<file path="src/rtl/irqd_pkg.sv">
package irqd_pkg;

  typedef enum logic [2:0] {
    ACT_NONE     = 3'd0,
    ACT_RST      = 3'd1,
    ACT_NMI      = 3'd2,
    ACT_LVL_TAKE = 3'd3,
    ACT_LVL_HOLD = 3'd4,
    ACT_LVL_EOI  = 3'd5
  } irqd_act_e;

endpackage

</file>
<file path="src/rtl/irqd_pending.sv">
module irqd_pending #(
  parameter int LVL_W = 6
) (
  input  logic             clk,
  input  logic             rst,
  input  logic             rst_req_i,
  input  logic             nmi_req_i,
  input  logic             lvl_evt_i,
  input  logic [LVL_W-1:0] lvl_i,
  input  logic             clr_rst_i,
  input  logic             clr_nmi_i,
  input  logic             clr_lvl_i,
  output logic             pend_rst_o,
  output logic             pend_nmi_o,
  output logic             pend_vld_o,
  output logic [LVL_W-1:0] pend_lvl_o
);

  // Clear first, set afterwards: a fresh request beats its own delivery.
  always_ff @(posedge clk) begin
    if (rst) begin
      pend_rst_o <= 1'b0;
      pend_nmi_o <= 1'b0;
      pend_vld_o <= 1'b0;
      pend_lvl_o <= '0;
    end else begin
      if (clr_rst_i) pend_rst_o <= 1'b0;
      if (clr_nmi_i) pend_nmi_o <= 1'b0;
      if (clr_lvl_i) pend_vld_o <= 1'b0;
      if (rst_req_i) pend_rst_o <= 1'b1;
      if (nmi_req_i) pend_nmi_o <= 1'b1;
      if (lvl_evt_i) begin
        pend_vld_o <= 1'b1;
        pend_lvl_o <= lvl_i;
      end
    end
  end

  // A pending reset request is kept until delivered.
  p_rst_held_r4: assert property (@(posedge clk) disable iff (rst)
    (pend_rst_o && !clr_rst_i) |=> pend_rst_o);

  // A newer level event overwrites the stored level.
  p_lvl_replace_r9: assert property (@(posedge clk) disable iff (rst)
    lvl_evt_i |=> (pend_vld_o && pend_lvl_o == $past(lvl_i)));

endmodule

</file>
<file path="src/rtl/irqd_arbiter.sv">
module irqd_arbiter
  import irqd_pkg::*;
#(
  parameter int LVL_W = 6
) (
  input  logic             boundary_i,
  input  logic             pend_rst_i,
  input  logic             pend_nmi_i,
  input  logic             pend_vld_i,
  input  logic [LVL_W-1:0] pend_lvl_i,
  input  logic             sr_ie_i,
  input  logic [LVL_W-1:0] sr_im_i,
  output irqd_act_e        act_o,
  output logic             clr_rst_o,
  output logic             clr_nmi_o,
  output logic             clr_lvl_o
);

  logic [LVL_W-1:0] hit;
  logic             any_hit;
  logic             lvl_zero;

  for (genvar i = 0; i < LVL_W; i++) begin : g_hit
    assign hit[i] = pend_lvl_i[i] & sr_im_i[i];
  end

  assign any_hit  = |hit;
  assign lvl_zero = (pend_lvl_i == '0);

  always_comb begin
    act_o = ACT_NONE;
    if (boundary_i) begin
      if (pend_rst_i)                  act_o = ACT_RST;
      else if (pend_nmi_i)             act_o = ACT_NMI;
      else if (pend_vld_i) begin
        if (lvl_zero)                  act_o = ACT_LVL_EOI;
        else if (sr_ie_i && any_hit)   act_o = ACT_LVL_TAKE;
        else                           act_o = ACT_LVL_HOLD;
      end
    end
  end

  assign clr_rst_o = (act_o == ACT_RST);
  assign clr_nmi_o = (act_o == ACT_NMI);
  assign clr_lvl_o = (act_o == ACT_LVL_TAKE) || (act_o == ACT_LVL_EOI);

endmodule

</file>
<file path="src/rtl/irqd_deliver.sv">
module irqd_deliver
  import irqd_pkg::*;
#(
  parameter int LVL_W = 6
) (
  input  logic             clk,
  input  logic             rst,
  input  irqd_act_e        act_i,
  input  logic [LVL_W-1:0] pend_lvl_i,
  output logic [LVL_W-1:0] cause_ip_o,
  output logic             rstnmi_exc_o,
  output logic             int_exc_o
);

  always_ff @(posedge clk) begin
    if (rst) begin
      cause_ip_o   <= '0;
      rstnmi_exc_o <= 1'b0;
      int_exc_o    <= 1'b0;
    end else begin
      rstnmi_exc_o <= 1'b0;
      int_exc_o    <= 1'b0;
      case (act_i)
        ACT_RST, ACT_NMI: rstnmi_exc_o <= 1'b1;
        ACT_LVL_TAKE: begin
          cause_ip_o <= pend_lvl_i;
          int_exc_o  <= 1'b1;
        end
        ACT_LVL_HOLD: cause_ip_o <= pend_lvl_i;
        ACT_LVL_EOI:  cause_ip_o <= '0;
        default: ;
      endcase
    end
  end

  p_one_exc_r3: assert property (@(posedge clk) disable iff (rst)
    $onehot0({rstnmi_exc_o, int_exc_o}));

  p_rstnmi_keeps_cause_r4: assert property (@(posedge clk) disable iff (rst)
    rstnmi_exc_o |-> $stable(cause_ip_o));

endmodule

</file>
<file path="src/rtl/irq_delivery_ctrl.sv">
module irq_delivery_ctrl
  import irqd_pkg::*;
#(
  parameter int LVL_W = 6
) (
  input  logic             clk,
  input  logic             rst,
  input  logic             rst_req_i,
  input  logic             nmi_req_i,
  input  logic             lvl_evt_i,
  input  logic [LVL_W-1:0] lvl_i,
  input  logic             boundary_i,
  input  logic             sr_ie_i,
  input  logic [LVL_W-1:0] sr_im_i,
  output logic [LVL_W-1:0] cause_ip_o,
  output logic             rstnmi_exc_o,
  output logic             int_exc_o
);

  logic             pend_rst, pend_nmi, pend_vld;
  logic [LVL_W-1:0] pend_lvl;
  logic             clr_rst, clr_nmi, clr_lvl;
  irqd_act_e        act;

  irqd_pending #(.LVL_W(LVL_W)) u_pending (
    .clk        (clk),
    .rst        (rst),
    .rst_req_i  (rst_req_i),
    .nmi_req_i  (nmi_req_i),
    .lvl_evt_i  (lvl_evt_i),
    .lvl_i      (lvl_i),
    .clr_rst_i  (clr_rst),
    .clr_nmi_i  (clr_nmi),
    .clr_lvl_i  (clr_lvl),
    .pend_rst_o (pend_rst),
    .pend_nmi_o (pend_nmi),
    .pend_vld_o (pend_vld),
    .pend_lvl_o (pend_lvl)
  );

  irqd_arbiter #(.LVL_W(LVL_W)) u_arbiter (
    .boundary_i (boundary_i),
    .pend_rst_i (pend_rst),
    .pend_nmi_i (pend_nmi),
    .pend_vld_i (pend_vld),
    .pend_lvl_i (pend_lvl),
    .sr_ie_i    (sr_ie_i),
    .sr_im_i    (sr_im_i),
    .act_o      (act),
    .clr_rst_o  (clr_rst),
    .clr_nmi_o  (clr_nmi),
    .clr_lvl_o  (clr_lvl)
  );

  irqd_deliver #(.LVL_W(LVL_W)) u_deliver (
    .clk          (clk),
    .rst          (rst),
    .act_i        (act),
    .pend_lvl_i   (pend_lvl),
    .cause_ip_o   (cause_ip_o),
    .rstnmi_exc_o (rstnmi_exc_o),
    .int_exc_o    (int_exc_o)
  );

  p_reset_clears_r1: assert property (@(posedge clk)
    rst |=> (cause_ip_o == '0 && !rstnmi_exc_o && !int_exc_o));

  p_exc_after_boundary_r2: assert property (@(posedge clk) disable iff (rst)
    (rstnmi_exc_o || int_exc_o) |-> $past(boundary_i));

  p_rst_first_r3: assert property (@(posedge clk) disable iff (rst)
    (boundary_i && pend_rst) |=> (rstnmi_exc_o && !int_exc_o));

  p_accept_enabled_r6: assert property (@(posedge clk) disable iff (rst)
    int_exc_o |-> ($past(sr_ie_i) && ((cause_ip_o & $past(sr_im_i)) != '0)));

  p_masked_holds_r7: assert property (@(posedge clk) disable iff (rst)
    (boundary_i && !pend_rst && !pend_nmi && pend_vld && pend_lvl != '0 && !sr_ie_i)
    |=> (pend_vld && !int_exc_o && cause_ip_o == $past(pend_lvl)));

  p_eoi_r8: assert property (@(posedge clk) disable iff (rst)
    (boundary_i && !pend_rst && !pend_nmi && pend_vld && pend_lvl == '0 && !lvl_evt_i)
    |=> (cause_ip_o == '0 && !int_exc_o && !pend_vld));

endmodule

</file>
<file path="config.mk">
export PLATFORM = sky130hd
export DESIGN_NAME = irq_delivery_ctrl
export DESIGN_NICKNAME = d
export VERILOG_FILES = /design/src/rtl/irqd_pkg.sv /design/src/rtl/irqd_pending.sv /design/src/rtl/irqd_arbiter.sv /design/src/rtl/irqd_deliver.sv /design/src/rtl/irq_delivery_ctrl.sv
export SDC_FILE = /design/constraint.sdc
export NUM_CORES = 1
export LEC_CHECK = 0
export BUFFER_PORTS_ARGS = -buffer_cell sky130_fd_sc_hd__buf_2
export CAP_MARGIN = 40
export CELL_PAD_IN_SITES_DETAIL_PLACEMENT = 1
export CELL_PAD_IN_SITES_GLOBAL_PLACEMENT = 1
export CORE_MARGIN = 2
export CORE_UTILIZATION = 30
export DETAILED_ROUTE_END_ITERATION = 6
export GPL_ROUTABILITY_DRIVEN = 0
export GPL_TIMING_DRIVEN = 0
export PLACE_DENSITY_LB_ADDON = 0.1
export SLEW_MARGIN = 0
export SYNTH_ARGS = -nofsm -noshare
export SYNTH_HDL_FRONTEND = slang
export SYNTH_SLANG_ARGS = --single-unit
</file>
<file path="constraint.sdc">
create_clock -name clk -period 1.2 [get_ports clk]
set_input_delay 0.12 -clock clk [delete_from_list [all_inputs] [get_ports clk]]
set_output_delay 0.12 -clock clk [all_outputs]
set_load 0.01 [all_outputs]
</file>
== Yosys cells after proc, flatten, opt, wreduce, memory -nomap -nowiden ==
Index checks and enable logic that the tools add are counted.

* Register bits: 17
* Output and inout bits: 8
* Word-level logic and storage cells: 43

* Bitwise logic cells: 6
* Reduce and logical (&&, ||, !) cells: 10
* Multiplexer cells: 15
* Equal/unequal tests: 5

{| class="wikitable"
|+ Operators with widths
! cell !! count
|-
| 3-bit two-way mux || 6
|-
| 6-bit one-hot mux with 2 select lines || 1
|-
| 1-bit two-way mux || 8
|-
| 2-bit nonzero test || 4
|-
| 1-bit AND || 6
|-
| 3-bit by 2-bit equality test with 1-bit output (second input constant) || 2
|-
| 3-bit equality test (second input constant) || 2
|-
| 6-bit zero test || 1
|-
| 6-bit OR reduction || 1
|-
| 2-bit OR reduction || 2
|-
| 3-bit by 1-bit equality test with 1-bit output (second input constant) || 1
|-
| 1-bit logical AND || 1
|-
| 1-bit logical OR || 1
|}

== Logic depth before layout (Yosys ltp) ==
Gate-level depths: netlist of run 1.

* Depth after elaboration: 13
* Depth in mapped cells: 4
* Depth with buffers taken out: 3

== Cells and area by module ==
Synthesis of run 1 repeated with hierarchy kept, for this count alone.

* Cell total of the unflattened synthesis: 93
* Area, all modules: 833.3 um^2

{| class="wikitable"
|+ Modules (own cells, without submodules)
! module !! area an instance (um^2) !! cells each !! instances
|-
| irqd_deliver || 371.6 || 41 || 1
|-
| irqd_pending || 324.1 || 32 || 1
|-
| irqd_arbiter || 137.6 || 20 || 1
|}

== Worst setup path after synthesis of run 1 ==
Ideal clock, no wire load.

* Kind: flip-flop to flip-flop
* From: register u_pending.pend_nmi_o
* To: register u_pending.pend_vld_o
* Slack: 0.024 ns
* Arrival time: 1.059 ns
* Period minus slack after synthesis: 1.176 ns
* Data required time: 1.083 ns
* Stages on the path, launching flop included: 5
* Cell sequence: dfxtp_1 and4bb_1 buf_6 o311ai_4 a32o_1

* Longest elaborated chain between the ends: 6

{| class="wikitable"
|+ Ends and longest elaborated chain
! what !! RTL line !! text
|-
| from (decl) || irqd_pending.sv:14 || <nowiki>output logic pend_nmi_o,</nowiki>
|-
| from (signal assigned) || irqd_pending.sv:23 || <nowiki>pend_nmi_o <= 1'b0;</nowiki>
|-
| from (signal assigned) || irqd_pending.sv:28 || <nowiki>if (clr_nmi_i) pend_nmi_o <= 1'b0;</nowiki>
|-
| from (signal assigned) || irqd_pending.sv:31 || <nowiki>if (nmi_req_i) pend_nmi_o <= 1'b1;</nowiki>
|-
| 3-bit two-way mux * || irqd_arbiter.sv:34 || <nowiki>else if (pend_nmi_i) act_o = ACT_NMI;</nowiki>
|-
| 3-bit two-way mux * || irqd_arbiter.sv:33 || <nowiki>if (pend_rst_i) act_o = ACT_RST;</nowiki>
|-
| 3-bit two-way mux * || irqd_arbiter.sv:32 || <nowiki>if (boundary_i) begin</nowiki>
|-
| 3-bit by 2-bit equality test with 1-bit output or 3-bit equality test (tied branches) || irqd_arbiter.sv:45 || <nowiki>assign clr_lvl_o = (act_o == ACT_LVL_TAKE) || (act_o == ACT_LVL_EOI);</nowiki>
|-
| 1-bit logical OR * || irqd_arbiter.sv:45 ||
|-
| 2-bit nonzero test (no line) * || - ||
|-
| to (signal assigned) || irqd_pending.sv:24 || <nowiki>pend_vld_o <= 1'b0;</nowiki>
|-
| to (signal assigned) || irqd_pending.sv:29 || <nowiki>if (clr_lvl_i) pend_vld_o <= 1'b0;</nowiki>
|-
| to (signal assigned) || irqd_pending.sv:33 || <nowiki>pend_vld_o <= 1'b1;</nowiki>
|-
| to (decl) || irqd_pending.sv:15 || <nowiki>output logic pend_vld_o,</nowiki>
|}

Mark *: on every way between the ends. The rest lies on a longest branch, timed or not.
A chain may end at the register's enable or synchronous reset.

== Final worst setup path of run 1 ==
Same ends and word-level chain as after synthesis.

==> results of run 1 <==
registers in the layout (all words and copies together) (netlist names):
register and count:
u_deliver.cause_ip_o 6, u_deliver.int_exc_o 1, u_deliver.rstnmi_exc_o 1, u_pending.pend_lvl_o 6
u_pending.pend_nmi_o 1, u_pending.pend_rst_o 1, u_pending.pend_vld_o 1
what timing repair did:
item	4_1_cts	5_1_grt
buffers inserted	2	0
pin swaps	2	1
endpoints found under the setup margin	1	6
resized for setup	2	1
power by group:
group          switching [mW]  total, mW  leakage (nW)  internal, mW
Sequential             0.0200      0.610         0.140         0.590
Combinational          0.0661      0.143         0.260        0.0770
Clock                   0.183      0.307        0.0177         0.124
Total                   0.269       1.06         0.417         0.791
cell type report:
type / count / area, µm²
tap: 28 / 35.0
clock inverter: 1 / 5.00
fill: 264 / 1260
sequential: 17 / 343
inverter: 3 / 11.3
clock buffer: 3 / 22.5
buffer: 3 / 20.0
multi-input combinational: 41 / 303
timing repair buffer: 27 / 153
synthesized netlist by cell type:
library cell and number:
a22o_1 3, a21oi_1 2, nor3_1 1, inv_1 3
buf_2 1, dfxtp_1 17, buf_6 1, a31o_2 1
mux2i_1 12, a31oi_1 1, clkbuf_1 1, and4bb_1 1
a32o_1 1, o311ai_4 1, o21ai_0 1, nor4_1 1
nor2_1 16
tightest hold or removal path, cell delays in order:
cell,delay [ns]
buf_2,0.08
a21oi_1,0.04
nor2_1,0.07
path summary, 6_finish.rpt:
check / endpoint / slack, ns / start / depth (start not counted)
worst max-delay path: u_pending.pend_vld_o / 0.01 / u_pending.pend_nmi_o / 4
worst min-delay path: u_pending.pend_rst_o / 0.05 / rst_req_i / 3
worst max register to register: u_pending.pend_vld_o / 0.01 / u_pending.pend_nmi_o / 4
worst min register to register: u_deliver.rstnmi_exc_o / 0.49 / u_pending.pend_nmi_o / 2
cell families after synthesis:
kind of cell | after synthesis
simple gates | 19
compound gates | 10
buf+inv | 6
mux | 12
flops | 17
metal layers:
metal	share of wire, %	vias to the layer above
li1	-	288
met1	44	274
met2	50	15
met3	5.0	2
met4	1.1	0
met5	0	-
metrics by stage:
stage	utilization (%)	std cells
after floorplan	-	64
after global placement	38.6	117
after detailed placement	38.6	117
after CTS	41.5	123
after global routing	41.5	123
final	41.5	123
==> summary.txt, run 1 <==
Layout
  • Share of cells above drive strength 1: 40.0%
  • N_diodes: 0
  • Post-layout instance area: 892 µm²
  • Commonest cells after routing, fill and taps aside: buf_2, nor2_1, dfxtp_1, mux2i_1
  • Area growth syn-to-layout: 33.5%
  • Layout Nets: approximately 120
  • Commonest non-fill, non-tap cell in the layout: buf_2

Clock network
  • Htree depth: 1
  • Max clock buf depth: 2
  • CTS tree: yes
  • CTS buffer count: 3
  • Root Driver: clkbuf_4
  • CTS sink cnt: 17
  • CTS clk-pin slew, worst paths: between 0.1 and 0.15 ns
  • Hold buffer count at cts: 0
  • Later-pin clock latency in the skew report: 0.29 ns

Placed design
  • DP Area: just over 800 µm²
  • Port Buf Inserts: 25
  • Setup WS pre-CTS: -0.0355 ns
  • Dpl hpwl: 1120 µm

Timing
  • Final WS setup: around 0.015 ns
  • Worst slew pin tran: between 0.4 and 0.5 ns
  • Final Cycle Share: 98.8%
  • # setup viols final: 0
  • Max Slew Vio Count: 0
  • Hold slack: 0.0514 ns
  • Slew HR: 67.7%
  • Setup TNS: 0 ns
  • Clock Skew: ~0.011 ns
  • RSZ-0062 raised after global routing: true
  • Final Hold Fails: 0
  • Fin crit period: 1.19 ns
  • FMAX: 844 MHz

Critical path
  • CP max FO: 6
  • CP cell instances: and4bb_1 -> buf_6 -> a31oi_1 -> a32o_1
  • Worst setup SP type: flip-flop
  • Kind of critical path: reg -> reg
  • WP data arrival: approximately 1.4 ns
  • Worst path required time: 1.39 ns
  • CP max-delay cell: dfxtp_2
  • CP top delay family: compound AO/OA/AOI/OAI gates
  • CP peak stage delay: ~0.33 ns
  • CP Capture Type: flip-flop
  • WP buf/inv: 1

Yosys
  • Synth warn: 0
  • Simple-Gate Fraction of Synth Area: 12.5%
  • Largest family of logic cells by synthesized area: multiplexers
  • Portion of netlist area occupied by mux cells: 18.0%
  • Sequential share of the synthesized area: between 50% and 60%
  • Synthesized flop and latch total: 17
  • Synth top area share: 50.9%
  • Avg Cell Area, Syn: 10.4 µm²
  • XOR/XNOR Fraction of Synth Area: 0%
  • Netlist Area Pre-Place: 668 µm²
  • Yosys cell types: 17
  • Ranking of synthesized cells by area: dfxtp_1, mux2i_1, nor2_1, o311ai_4, a22o_1
  • Cells after Synth: 64
  • Adder-Cell Fraction of Synth Area: 0%
  • Cell taking the most area after synthesis: dfxtp_1
  • Post-synthesis compound-gate area fraction: ~14%
  • Syn Nets: between 80 and 90

Power and ir drop
  • Leak: 0.417 nW
  • Tot Pwr: 1.06 mW
  • Pwr dens: 1190 nW/µm²
  • Peak VDD IR: 724 µV

Detailed routing
  • Pre-Repair DR Iteration Count: 2
  • DR WL/cell: 12.4 µm
  • Vias: between 500 and 600
  • Iteration-0 DRC Markers: 1
  • Final wirelength: 1520 µm
  • Post-route DRC: 0
  • Vias per inst: 4.71
  • Final ANT Viol Nets: 0

Global route
  • Busiest layer in global routing: met2
  • Grt met1 use: between 15 and 20%
  • Vias in the first global route: 570
  • Largest net degree at the start of global routing: 11
  • Met2 Usage GRT: 24.9%
  • Number of antenna violations at the first check in global routing: 0
  • First-pass GRT wire length: ~2700 µm
  • Aggregate global-route resource usage: 14.1%
  • Met3 Use GR: between 5 and 6%
  • Total congestion overflow: 0

Floorplan
  • Core area: roughly 2100 µm²
  • Std-Cell Rows: 17
  • I/O Pins: 27
  • Initial Utilization: 31.1%
  • Die Area: 2620 µm²
  • Die H: 51.2 µm
  • Die extent in x: 51.2 µm

Flow run
  • MaxCap Viol Count: 0

Min path
  • HP Class: in -> reg

Status
  • Status: finished clean
No activity file was read; power rests on OpenSTA's default activity.
==> run 2: changes to the inputs <==
--- a/config.mk
+++ b/config.mk
@@ -10,7 +10,7 @@
 export CELL_PAD_IN_SITES_DETAIL_PLACEMENT = 1
 export CELL_PAD_IN_SITES_GLOBAL_PLACEMENT = 1
 export CORE_MARGIN = 2
-export CORE_UTILIZATION = 30
+export CORE_UTILIZATION = 33
 export DETAILED_ROUTE_END_ITERATION = 6
 export GPL_ROUTABILITY_DRIVEN = 0
 export GPL_TIMING_DRIVEN = 0
==> constraint.sdc (replaced) <==
create_clock -name clk -period 1.3 [get_ports clk]
set_input_delay 0.13 -clock clk [delete_from_list [all_inputs] [get_ports clk]]
set_output_delay 0.13 -clock clk [all_outputs]
set_load 0.01 [all_outputs]
==> run 2 against run 1 <==
- wire length increased by 0.13%
- sequential power decreased by 7.7%
- cell area increased by 0.28%
- clock power decreased by 9.8%
- first-iteration DRC count increased to 10 times the previous value
- worst setup slack improved by 0.059 ns
- critical path depth unchanged
- critical path type unchanged
- largest power group unchanged
==> summary.txt, run 2 (synthesis results as in run 1) <==
Status
  • Status: finished clean

Detailed routing
  • Vias per inst: 4.62
  • Post-route DRC: 0
  • Pre-Repair DR Iteration Count: 4
  • Iteration-0 DRC Markers: 10
  • Final wirelength: between 1500 and 2000 µm
  • Final ANT Viol Nets: 0
  • Vias: about 570
  • DR WL/cell: between 10 and 15 µm

Clock network
  • CTS buffer count: 3
  • Max clock buf depth: 2
  • Htree depth: 1
  • CTS sink cnt: 17
  • CTS clk-pin slew, worst paths: 0.09 ns
  • CTS tree: yes
  • Later-pin clock latency in the skew report: 0.28 ns
  • Root Driver: clkbuf_4

Layout
  • Fin cells: around 120
  • Area growth syn-to-layout: 33.9%
  • N_diodes: 0
  • Final core occ: 46.1%
  • Layout fillers: 250
  • Commonest non-fill, non-tap cell in the layout: buf_2
  • Layout Nets: 116
  • Post-layout instance area: roughly 890 µm²
  • Biggest regs: u_deliver.cause_ip_o: 6 flops, u_pending.pend_lvl_o: 6 flops
  • Share of cells above drive strength 1: 37.5%
  • Commonest cells after routing, fill and taps aside: buf_2, dfxtp_1, nor2_1, mux2i_1

Critical path
  • Worst reg2reg setup slack: about 0.074 ns
  • Worst setup SP type: flip-flop
  • WP buf/inv: 1
  • CP Capture Type: flip-flop
  • CP cell instances: and4bb_1 -> buf_6 -> o311ai_4 -> a32o_1
  • CP max-delay cell: dfxtp_1
  • Setup crit end: u_pending.pend_vld_o
  • R2r worst-path depth: 4
  • Cell count along the critical path: 4
  • Kind of critical path: reg -> reg
  • Reg2reg end: u_pending.pend_vld_o
  • Crit path from: u_pending.pend_rst_o
  • CP max FO: 6
  • Worst path required time: 1.48 ns
  • CP top delay family: compound AO/OA/AOI/OAI gates
  • WP data arrival: between 1 and 1.5 ns
  • CP peak stage delay: 0.34 ns
  • FF-to-FF Start: u_pending.pend_rst_o

Timing
  • Clock Skew: 0.00203 ns
  • # setup viols final: 0
  • Hold slack: 0.0687 ns
  • Final Hold Fails: 0
  • Fin crit period: 1.23 ns
  • RSZ-0062 raised after global routing: false
  • Final WS setup: 0.0741 ns
  • Setup TNS: 0 ns
  • FMAX: 816 MHz
  • Final Cycle Share: 94.3%
  • Max Slew Vio Count: 0
  • Slew HR: 69.1%
  • Worst slew pin tran: 0.463 ns

Power and ir drop
  • Tot Pwr: 975 µW
  • Leak: 0.420 nW
  • Peak VDD IR: between 700 and 800 µV
  • Pwr dens: 1090 nW/µm²

Global route
  • Total congestion overflow: 0
  • First-pass GRT wire length: around 2500 µm
  • Number of antenna violations at the first check in global routing: 0
  • Aggregate global-route resource usage: 13.9%
  • Largest net degree at the start of global routing: 11
  • Vias in the first global route: approximately 550

Floorplan
  • Initial Utilization: between 30 and 40%
  • Die Area: 2400 µm²
  • Die H: 49.0 µm
  • Die extent in x: 49.0 µm
  • Std-Cell Rows: 16
  • Core area: 1940 µm²
  • I/O Pins: 27

Placed design
  • Dpl hpwl: around 1100 µm
  • Port Buf Inserts: 25
  • Setup WS pre-CTS: 0.0457 ns
  • Placed cell count: between 100 and 150
  • DP Area: approximately 830 µm²

Flow run
  • MaxCap Viol Count: 0

Min path
  • HP Class: in -> reg
## run 2: changes by cell type in the layout (fill, tap and decap cells not counted)
cell	change
clkbuf_1	+1
clkinv_2	-1
dfxtp_2	-2
buf_4	+1
dfxtp_1	+2
## run 2: how the worst min path moves through the flow
stage	from	depth (start not counted)	slack [ns]	endpoint
CTS	rst	2	0.07	u_pending.pend_nmi_o
detailed placement	lvl_i[2]	3	0.37	u_pending.pend_lvl_o[2]
floorplan	rst	1	0.20	u_pending.pend_nmi_o
global placement	rst_req_i	3	0.33	u_pending.pend_rst_o
finish	lvl_i[2]	3	0.07	u_pending.pend_lvl_o[2]
global route	rst	2	0.07	u_pending.pend_nmi_o
## run 2: what timing repair did
action                                  in CTS  in global routing
gates resized for setup                      0                  1
endpoints found under the setup margin       0                  1
hold buffers                                 0                  0
setup buffers                                0                  3
endpoints found under the hold margin        0                  0
## run 2: final cells by class
type / instances / area [µm²] / area share [%]
repair buffers: 28 / 160 / 17.9
clock buffers: 4 / 26.3 / 2.94
flip-flops and latches: 17 / 340 / 38.0
inverters: 3 / 11.3 / 1.26
multi-input cells: 41 / 303 / 33.8
plain buffers: 3 / 20.0 / 2.24
well taps: 27 / 33.8 / 3.78
## run 2: power breakdown
part / leakage (nW) / switching [mW] / internal (mW) / total (mW)
clock network: 0.0150 / 0.158 / 0.119 / 0.277
registers: 0.139 / 0.0195 / 0.544 / 0.563
logic: 0.265 / 0.0626 / 0.0724 / 0.135
## run 2: metal layers
layer | wire (µm) | global-route usage, % | up-vias | share of wire, %
li1 | - | - | 286 | -
met1 | 708 | 16.8 | 262 | 46
met2 | 709 | 21.9 | 18 | 47
met3 | 93 | 6.44 | 2 | 6.1
met4 | 12 | 4.29 | 0 | 0.79
met5 | 0 | 0 | - | 0
## run 2: worst reg2reg max path, cell delays in order, from the launching register on
cell and delay [ns]:
dfxtp_1 0.34, and4bb_1 0.27, buf_6 0.14, o311ai_4 0.11, a32o_1 0.27
